--- config.mk ---
export PLATFORM = sky130hd
export DESIGN_NAME = hs_switch_ctrl
export DESIGN_NICKNAME = d
export VERILOG_FILES = /design/src/rtl/hs_pkg.sv /design/src/rtl/hs_pwm_sync.sv /design/src/rtl/hs_ctrl_regs.sv /design/src/rtl/hs_status_cap.sv /design/src/rtl/hs_switch_ctrl.sv
export SDC_FILE = /design/constraint.sdc
export NUM_CORES = 1
export LEC_CHECK = 0
export BUFFER_PORTS_ARGS = -buffer_cell sky130_fd_sc_hd__buf_2
export CORE_AREA = 2 2 39 41
export DETAILED_ROUTE_END_ITERATION = 6
export DIE_AREA = 0 0 41 43
export GPL_TIMING_DRIVEN = 0
export PLACE_DENSITY = 0.59
export SLEW_MARGIN = 10
export SYNTH_ARGS = -nofsm -noshare
export SYNTH_HDL_FRONTEND = slang
export SYNTH_SLANG_ARGS = --single-unit
--- constraint.sdc ---
create_clock -name clk -period 2.3 [get_ports clk]
set_input_delay 0.23 -clock clk [delete_from_list [all_inputs] [get_ports clk]]
set_output_delay 0.23 -clock clk [all_outputs]
set_load 0.05 [all_outputs]
--- src/rtl/hs_pkg.sv ---
package hs_pkg;
  localparam int unsigned HS_CH        = 2;
  localparam int unsigned HS_SYNC_STGS = 2;
endpackage

--- src/rtl/hs_pwm_sync.sv ---
module hs_pwm_sync #(
  parameter int unsigned STAGES = 2
) (
  input  logic clk,
  input  logic rst,
  input  logic d_i,
  output logic q_o
);
  logic [STAGES-1:0] chain_q;

  always_ff @(posedge clk) begin
    if (rst) chain_q <= '0;
    else     chain_q <= {chain_q[STAGES-2:0], d_i};
  end

  assign q_o = chain_q[STAGES-1];

  // the synchronizer is flushed by reset
  a_r1_sync_flushed: assert property (@(posedge clk) rst |=> !q_o);
endmodule

--- src/rtl/hs_ctrl_regs.sv ---
module hs_ctrl_regs #(
  parameter int unsigned NCH = 2,
  localparam int unsigned WW = 2 * NCH
) (
  input  logic           clk,
  input  logic           clr,
  input  logic           wr_en,
  input  logic [WW-1:0]  wr_data,
  input  logic [NCH-1:0] ot,
  input  logic           ov_trip,
  output logic [NCH-1:0] en_q,
  output logic [NCH-1:0] pen_q
);
  for (genvar k = 0; k < NCH; k++) begin : g_ch
    always_ff @(posedge clk) begin
      if (clr || ot[k] || ov_trip) begin
        en_q[k]  <= 1'b0;
        pen_q[k] <= 1'b0;
      end else if (wr_en) begin
        en_q[k]  <= wr_data[k];
        pen_q[k] <= wr_data[NCH + k];
      end
    end

    // a channel's over-temperature clears that channel
    a_r7_ot_clears: assert property (@(posedge clk) disable iff (clr)
      ot[k] |=> (!en_q[k] && !pen_q[k]));

    // a clean write loads the fields of this channel
    a_r2_write_loads: assert property (@(posedge clk) disable iff (clr)
      (wr_en && !ot[k] && !ov_trip) |=>
        (en_q[k] == $past(wr_data[k]) && pen_q[k] == $past(wr_data[NCH + k])));
  end

  // enabled overvoltage clears every channel
  a_r8_ov_clears: assert property (@(posedge clk) disable iff (clr)
    ov_trip |=> (en_q == '0 && pen_q == '0));
endmodule

--- src/rtl/hs_status_cap.sv ---
module hs_status_cap #(
  parameter int unsigned NCH = 2,
  localparam int unsigned SW = 2 * NCH
) (
  input  logic           clk,
  input  logic           clr,
  input  logic           wr_en,
  input  logic [NCH-1:0] ol,
  input  logic [NCH-1:0] cl,
  input  logic [NCH-1:0] ot,
  output logic [SW-1:0]  stat_q
);
  logic [SW-1:0] stat_d;

  for (genvar k = 0; k < NCH; k++) begin : g_pack
    assign stat_d[2*k+1] = ol[k] | ot[k];
    assign stat_d[2*k]   = cl[k] | ot[k];

    // thermal shutdown shows as both flags of the channel
    a_r10_thermal_pair: assert property (@(posedge clk) disable iff (clr)
      (wr_en && ot[k]) |=> (stat_q[2*k+1] && stat_q[2*k]));
  end

  always_ff @(posedge clk) begin
    if (clr)        stat_q <= '0;
    else if (wr_en) stat_q <= stat_d;
  end

  // the captured nibble holds between writes
  a_r11_hold: assert property (@(posedge clk) disable iff (clr)
    !wr_en |=> $stable(stat_q));
endmodule

--- src/rtl/hs_switch_ctrl.sv ---
module hs_switch_ctrl
  import hs_pkg::*;
#(
  parameter int unsigned NCH  = HS_CH,
  parameter int unsigned SYNC = HS_SYNC_STGS,
  localparam int unsigned WW  = 2 * NCH
) (
  input  logic           clk,
  input  logic           rst,
  input  logic           mode_rst_i,
  input  logic           ext_rst_i,
  input  logic           wr_en_i,
  input  logic [WW-1:0]  wr_data_i,
  input  logic [NCH-1:0] ot_i,
  input  logic           ov_i,
  input  logic           ov_shdn_en_i,
  input  logic [NCH-1:0] open_load_i,
  input  logic [NCH-1:0] cur_lim_i,
  input  logic           pwm_i,
  output logic [NCH-1:0] sw_on_o,
  output logic [WW-1:0]  stat_o
);
  logic           clr_all;
  logic           ov_trip;
  logic           pwm_s;
  logic [NCH-1:0] en_q;
  logic [NCH-1:0] pen_q;

  assign clr_all = rst | mode_rst_i | ext_rst_i;
  assign ov_trip = ov_i & ov_shdn_en_i;

  hs_pwm_sync #(.STAGES(SYNC)) u_sync (
    .clk (clk),
    .rst (rst),
    .d_i (pwm_i),
    .q_o (pwm_s)
  );

  hs_ctrl_regs #(.NCH(NCH)) u_ctrl (
    .clk     (clk),
    .clr     (clr_all),
    .wr_en   (wr_en_i),
    .wr_data (wr_data_i),
    .ot      (ot_i),
    .ov_trip (ov_trip),
    .en_q    (en_q),
    .pen_q   (pen_q)
  );

  hs_status_cap #(.NCH(NCH)) u_stat (
    .clk    (clk),
    .clr    (clr_all),
    .wr_en  (wr_en_i),
    .ol     (open_load_i),
    .cl     (cur_lim_i),
    .ot     (ot_i),
    .stat_q (stat_o)
  );

  for (genvar k = 0; k < NCH; k++) begin : g_out
    always_ff @(posedge clk) begin
      if (clr_all) sw_on_o[k] <= 1'b0;
      else         sw_on_o[k] <= en_q[k] & (~pen_q[k] | pwm_s);
    end

    // a disabled channel is off on the next edge
    a_r5_gated_off: assert property (@(posedge clk) disable iff (rst)
      !en_q[k] |=> !sw_on_o[k]);

    // ungated enabled channel is on on the next edge
    a_r3_follow_en: assert property (@(posedge clk) disable iff (rst)
      (en_q[k] && !pen_q[k] && !mode_rst_i && !ext_rst_i) |=> sw_on_o[k]);
  end

  // reset-mode and external reset clear the control state
  a_r6_soft_reset: assert property (@(posedge clk) disable iff (rst)
    (mode_rst_i || ext_rst_i) |=> (en_q == '0 && pen_q == '0 && stat_o == '0));

  // reset leaves outputs low
  a_r1_reset_low: assert property (@(posedge clk)
    rst |=> (sw_on_o == '0 && stat_o == '0));
endmodule

# Yosys cells after proc, flatten, opt, wreduce, memory -nomap -nowiden
# Index checks and enable logic that the tools add are counted.
[word_totals]
register_bits = 12
word_cells = 25
out_inout_bits = 6
[classes]
n_bitwise = 13
reduce_logical = 4
[ops]
columns = ["op", "count"]
rows = [
  ["1-bit bitwise OR", 8],
  ["1-bit logical OR", 4],
  ["1-bit bitwise AND", 3],
  ["1-bit NOT", 2],
]

# Logic depth before layout (Yosys ltp)
[logic_depth]
ltp_word = 4
depth_mapped = 3
ltp_nobuf = 2

# Modules after synthesis
# From an unflattened synthesis, not the netlist that was laid out.
[unflattened]
cells_unflattened = 43
hier_area_um2 = 439.2
[modules_own_cells]
columns = ["mod", "area_per_inst_um2", "seq_area_each_um2", "n_inst", "cells_per_inst"]
rows = [
  ["hs_status_cap", 151.4, 80.1, 1, 17],
  ["hs_ctrl_regs", 150.1, 80.1, 1, 13],
  ["hs_switch_ctrl", 85.1, 40.0, 1, 9],
  ["hs_pwm_sync", 52.6, 40.0, 1, 4],
]

# Worst setup path after synthesis
# Ideal clock, no wire load.
[synth_timing]
kind = "input -> register"
from = "input rst"
to = "register u_ctrl.en_q[0]"
cell_stages = 3
arrival_time_ns = 0.952
slack_ns = 1.256
path_cell_list = "or3_1 -> buf_6 -> nor4_1"
[synth_via]
elab_chain_len = 4
[synth_lines]
columns = ["item", "line", "rtl"]
rows = [
  ["start, declared", "hs_switch_ctrl.sv:9", "input logic rst,"],
  ["1-bit bitwise OR (2 in series)", "hs_switch_ctrl.sv:29", "assign clr_all = rst | mode_rst_i | ext_rst_i;"],
  ["1-bit logical OR (2 in series)", "hs_ctrl_regs.sv:16", "if (clr || ot[k] || ov_trip) begin"],
  ["end signal, assigned by index", "hs_ctrl_regs.sv:20", "en_q[k] <= wr_data[k];"],
  ["end, declared", "hs_ctrl_regs.sv:11", "output logic [NCH-1:0] en_q,"],
]
# Every way passes these cells.
# A chain may end at the register's enable or synchronous reset.

# Worst setup path in the final report
[layout_timing]
from = "register u_stat.stat_q[1]"
to = "output stat_o[1]"
[layout_rtl]
columns = ["item", "line", "rtl"]
rows = [
  ["start, declared", "hs_status_cap.sv:11", "output logic [SW-1:0] stat_q"],
  ["start signal, assigned", "hs_status_cap.sv:26", "else if (wr_en) stat_q <= stat_d;"],
  ["end, declared", "hs_switch_ctrl.sv:21", "output logic [WW-1:0] stat_o"],
]
# No word-level cell between the ends.

==> reports/results.txt <==
By instance count, the leading cell after synthesis is sky130_fd_sc_hd__dfxtp_1. The number of warnings reported in the yosys synthesis log was 0; the share of synthesized area occupied by flip-flops and latches was 54.7%. The endpoint identified for the worst register-to-register timing path is sw_on_o[0]. In this run the worst path has a maximum fanout of 2.

After clock tree synthesis, the clock-pin slew on the worst setup and hold paths is 0.07 ns. The wire length of the first global-routing pass came out at 1320 µm. The stage delay of the slowest cell on the critical path was 0.33 ns; the gate count after technology mapping was 42.

Across the VDD grid, the largest voltage drop is 0.418 mV. For the worst flop-to-flop path, the logic depth is 2. For the worst-skew pair, the clock arrives at the later sink with an insertion delay of 0.27 ns. TritonCTS built the clock tree. The run finished with clean final reports.

Setup repair after global routing left no endpoint under its margin. Grouping stages by cell kind, the critical path spends the most delay in flip-flops. Sorting the synthesized cells by how often they occur yields 12 x sky130_fd_sc_hd__dfxtp_1, 8 x sky130_fd_sc_hd__nor2_1, 4 x sky130_fd_sc_hd__a211oi_1, 4 x sky130_fd_sc_hd__mux2i_1, 4 x sky130_fd_sc_hd__nor4_1.

Of all flip-flops after synthesis, the portion carrying an async set or reset was 0%. Based on the critical path, the design can be clocked at up to 919 MHz. For the routability congestion estimate from global placement, the log shows 0.657.

For this design the top-level I/O count stands at 24. After the last flow step, the layout net total stands at 88. The floorplan step defined a core boundary enclosing 1380 µm². The hold buffer count at CTS was 0; the ratio of final minimum period to clock period was 47.3%. The filler cells instantiated in the layout total 148.

The critical path in this run is classified as reg -> out. The slew at the pin closest to its max-slew limit works out to 0.230 ns. Counting every net in the synthesized netlist gives 60. The proportion of layout cells with a drive suffix above 1 was 44.9%; the number of antenna violations at the first check in global routing was 0. The worst hold-check path type is in -> reg. The number of register bits inferred by synthesis came out at 12. Final hold analysis gives a worst-case slack of 0.175 ns. Summed over all instances, the cell type with the most area after synthesis is sky130_fd_sc_hd__dfxtp_1. The number of antenna cells inserted was 0; the placed cell count was 81. The synthesized design contains 0 enable-type register cells. For this run, the number of standard cells in the final layout without fillers is 85. Before antenna repair, the detailed router went through 2 iterations.

Adding up every negative setup slack in the final design gives 0 ns. Once routing completed, OpenROAD measured the worst setup slack at 1.21 ns. The final setup violation count was 0. The wire length on met1 was 359 µm; the met2 routed wirelength was 403 µm. The synthesized area per cell was 10.5 µm²; the number of placement rows was 14. Dividing total power by cell area gives a power density of 689 nW/µm².

The arrival time at the worst endpoint was 0.86 ns; the mean routed wirelength per cell was 9.75 µm. The overall routing resource usage came out at 11.6%. Capturing element type of the critical path: an output pin.

The cell area that synthesis handed to floorplanning was 439 µm². The via count normalized by instance count is 4.52, and the horizontal die dimension is 41 µm. STA classifies the critical path startpoint as a flip-flop. The tools report the sum of net half-perimeters after detailed placement as 628 µm. The logs give 84.5% for the normalized max-slew margin and 12 for the total clock sinks.

The critical path goes through buf_2. In this run the post-CTS setup repair buffer count came out at 0. The number of gates resized after CTS was 0.

The buffer levels on the longest clock path is 2, and the residual overflow from global routing is 0. For this block, the via count after detailed routing is 384. The slowest stage of the critical path is the sky130_fd_sc_hd__dfxtp_1 cell. Count of buffer and inverter cells on the critical path: 1. In this run the top signal layer used is met3. The worst hold path begins at ot_i[0]. The die covers 1760 µm². For this run, design rule violations remaining after detail routing come to 0. The relative area change from synthesis to final layout is 39.0%, and the top-area cell type share of the netlist area is 54.7%. For this run, the leading register cell type out of synthesis is sky130_fd_sc_hd__dfxtp_1.

The number of hold violations in the final report is 0, and the register-to-register path setup slack is 1.62 ns. Input and output buffers added on the ports amount to 23. The detailed router finished its first iteration with 6 violations. Synthesis instantiated 12 different standard cells from the library. Number of global-route vias before repair: 370. The worst register-to-register path begins at u_ctrl.pen_q[0]. The total count of max-transition violations in the final report is 0, and the static leakage power is 0.293 nW. By area the synthesized netlist is led by sky130_fd_sc_hd__dfxtp_1 55%, sky130_fd_sc_hd__mux2i_1 9.1%, sky130_fd_sc_hd__a211oi_1 6.8%.

The instance count along the most critical hold path came out at 2. Clock tree synthesis inserted a total of 3 buffers. The routed design uses 66 µm of met3 wire. The tools report the cell at the root of the clock tree as sky130_fd_sc_hd__clkbuf_4. The run gives 1 as the H-tree depth. For the final database, setup skew stands at 0.000904 ns.

The pin count of the biggest net entering global routing was 11. The hold-critical path endpoint is u_ctrl.pen_q[0]. Prior to clock tree synthesis, the placed netlist has a worst setup slack of 1.06 ns. The max-cap check violation count was 0. Once the floorplan was initialized, standard cells occupied 31.7% of the core. The tools report the required time of the critical path as 2.07 ns. The smallest clock period supported by the final layout is computed as 1.09 ns. The height of the die was 43 µm. Summed over all layers, the routed wires come to 829 µm.

The count of nets left with antenna violations once routing finished came out at 0.
area by class of cell:
type | count | area (µm²) | share of cell area, %
Timing Repair Buffer | 23 | 115 | 18.9
Sequential cell | 12 | 240 | 39.3
Clock buffer | 4 | 36.3 | 5.94
Buffer | 2 | 16.3 | 2.66
Multi-Input combinational cell | 28 | 183 | 29.9
Tap cell | 16 | 20.0 | 3.28
flip-flops by register name, summed over array words and instances, names as in the netlist:
name,cells
u_ctrl.pen_q,2
u_sync.chain_q,2
u_stat.stat_q,4
u_ctrl.en_q,2
sw_on_o,2
cell families (layout without fill, tap and decap cells):
kind of cell / after synthesis / count (layout) / share of synthesized area [%]
compound gates: 4 / 4 / 6.84
mux: 4 / 4 / 9.12
flops: 12 / 12 / 54.7
simple gates: 20 / 20 / 25.6
buf+inv: 2 / 29 / 3.70
power by group:
part	switching, mW	leakage (nW)	total [mW]	internal, mW
sequential	0.00162	0.0974	0.213	0.212
combinational	0.0237	0.175	0.0448	0.0211
clock	0.0663	0.0210	0.162	0.0961
routing by layer:
layer,GRT usage [%],up-vias
li1,-,201
met4,6.00,0
met3,7.85,0
met1,9.80,168
met5,0,-
met2,19.1,15
how the worst max path moves through the flow:
stage | from | end | depth (start not counted)
finish | u_stat.stat_q[1] | stat_o[1] | 1
global route | u_stat.stat_q[3] | stat_o[3] | 1
CTS | u_stat.stat_q[1] | stat_o[1] | 1
detailed placement | rst | u_ctrl.en_q[0] | 4
global placement | rst | u_ctrl.pen_q[0] | 4
floorplan | rst | u_ctrl.en_q[0] | 3
placed cells by master (no fill, tap or decap):
cell / synthesis / layout
sky130_fd_sc_hd__clkbuf_4: 0 / 3
sky130_fd_sc_hd__nor4_1: 4 / 4
sky130_fd_sc_hd__nor2b_1: 2 / 2
sky130_fd_sc_hd__a211oi_1: 4 / 4
sky130_fd_sc_hd__clkbuf_8: 0 / 1
sky130_fd_sc_hd__mux2i_1: 4 / 4
sky130_fd_sc_hd__buf_2: 1 / 24
sky130_fd_sc_hd__and2b_2: 2 / 2
sky130_fd_sc_hd__nor3b_1: 2 / 2
sky130_fd_sc_hd__buf_6: 1 / 1
sky130_fd_sc_hd__or3_1: 1 / 1
sky130_fd_sc_hd__dfxtp_1: 12 / 12
sky130_fd_sc_hd__nor2_1: 8 / 8
sky130_fd_sc_hd__and2_0: 1 / 1
metrics by stage:
step | total power [mW] | area [µm²] | utilization (%)
finish | 0.421 | 611 | 44.1
global route | 0.446 | 611 | 44.1
CTS | 0.432 | 611 | 44.1
detailed placement | 0.264 | 574 | 41.5
global placement | 0.263 | 574 | 41.5
floorplan | 0.243 | 439 | -
No activity file was read; power rests on OpenSTA's default activity.
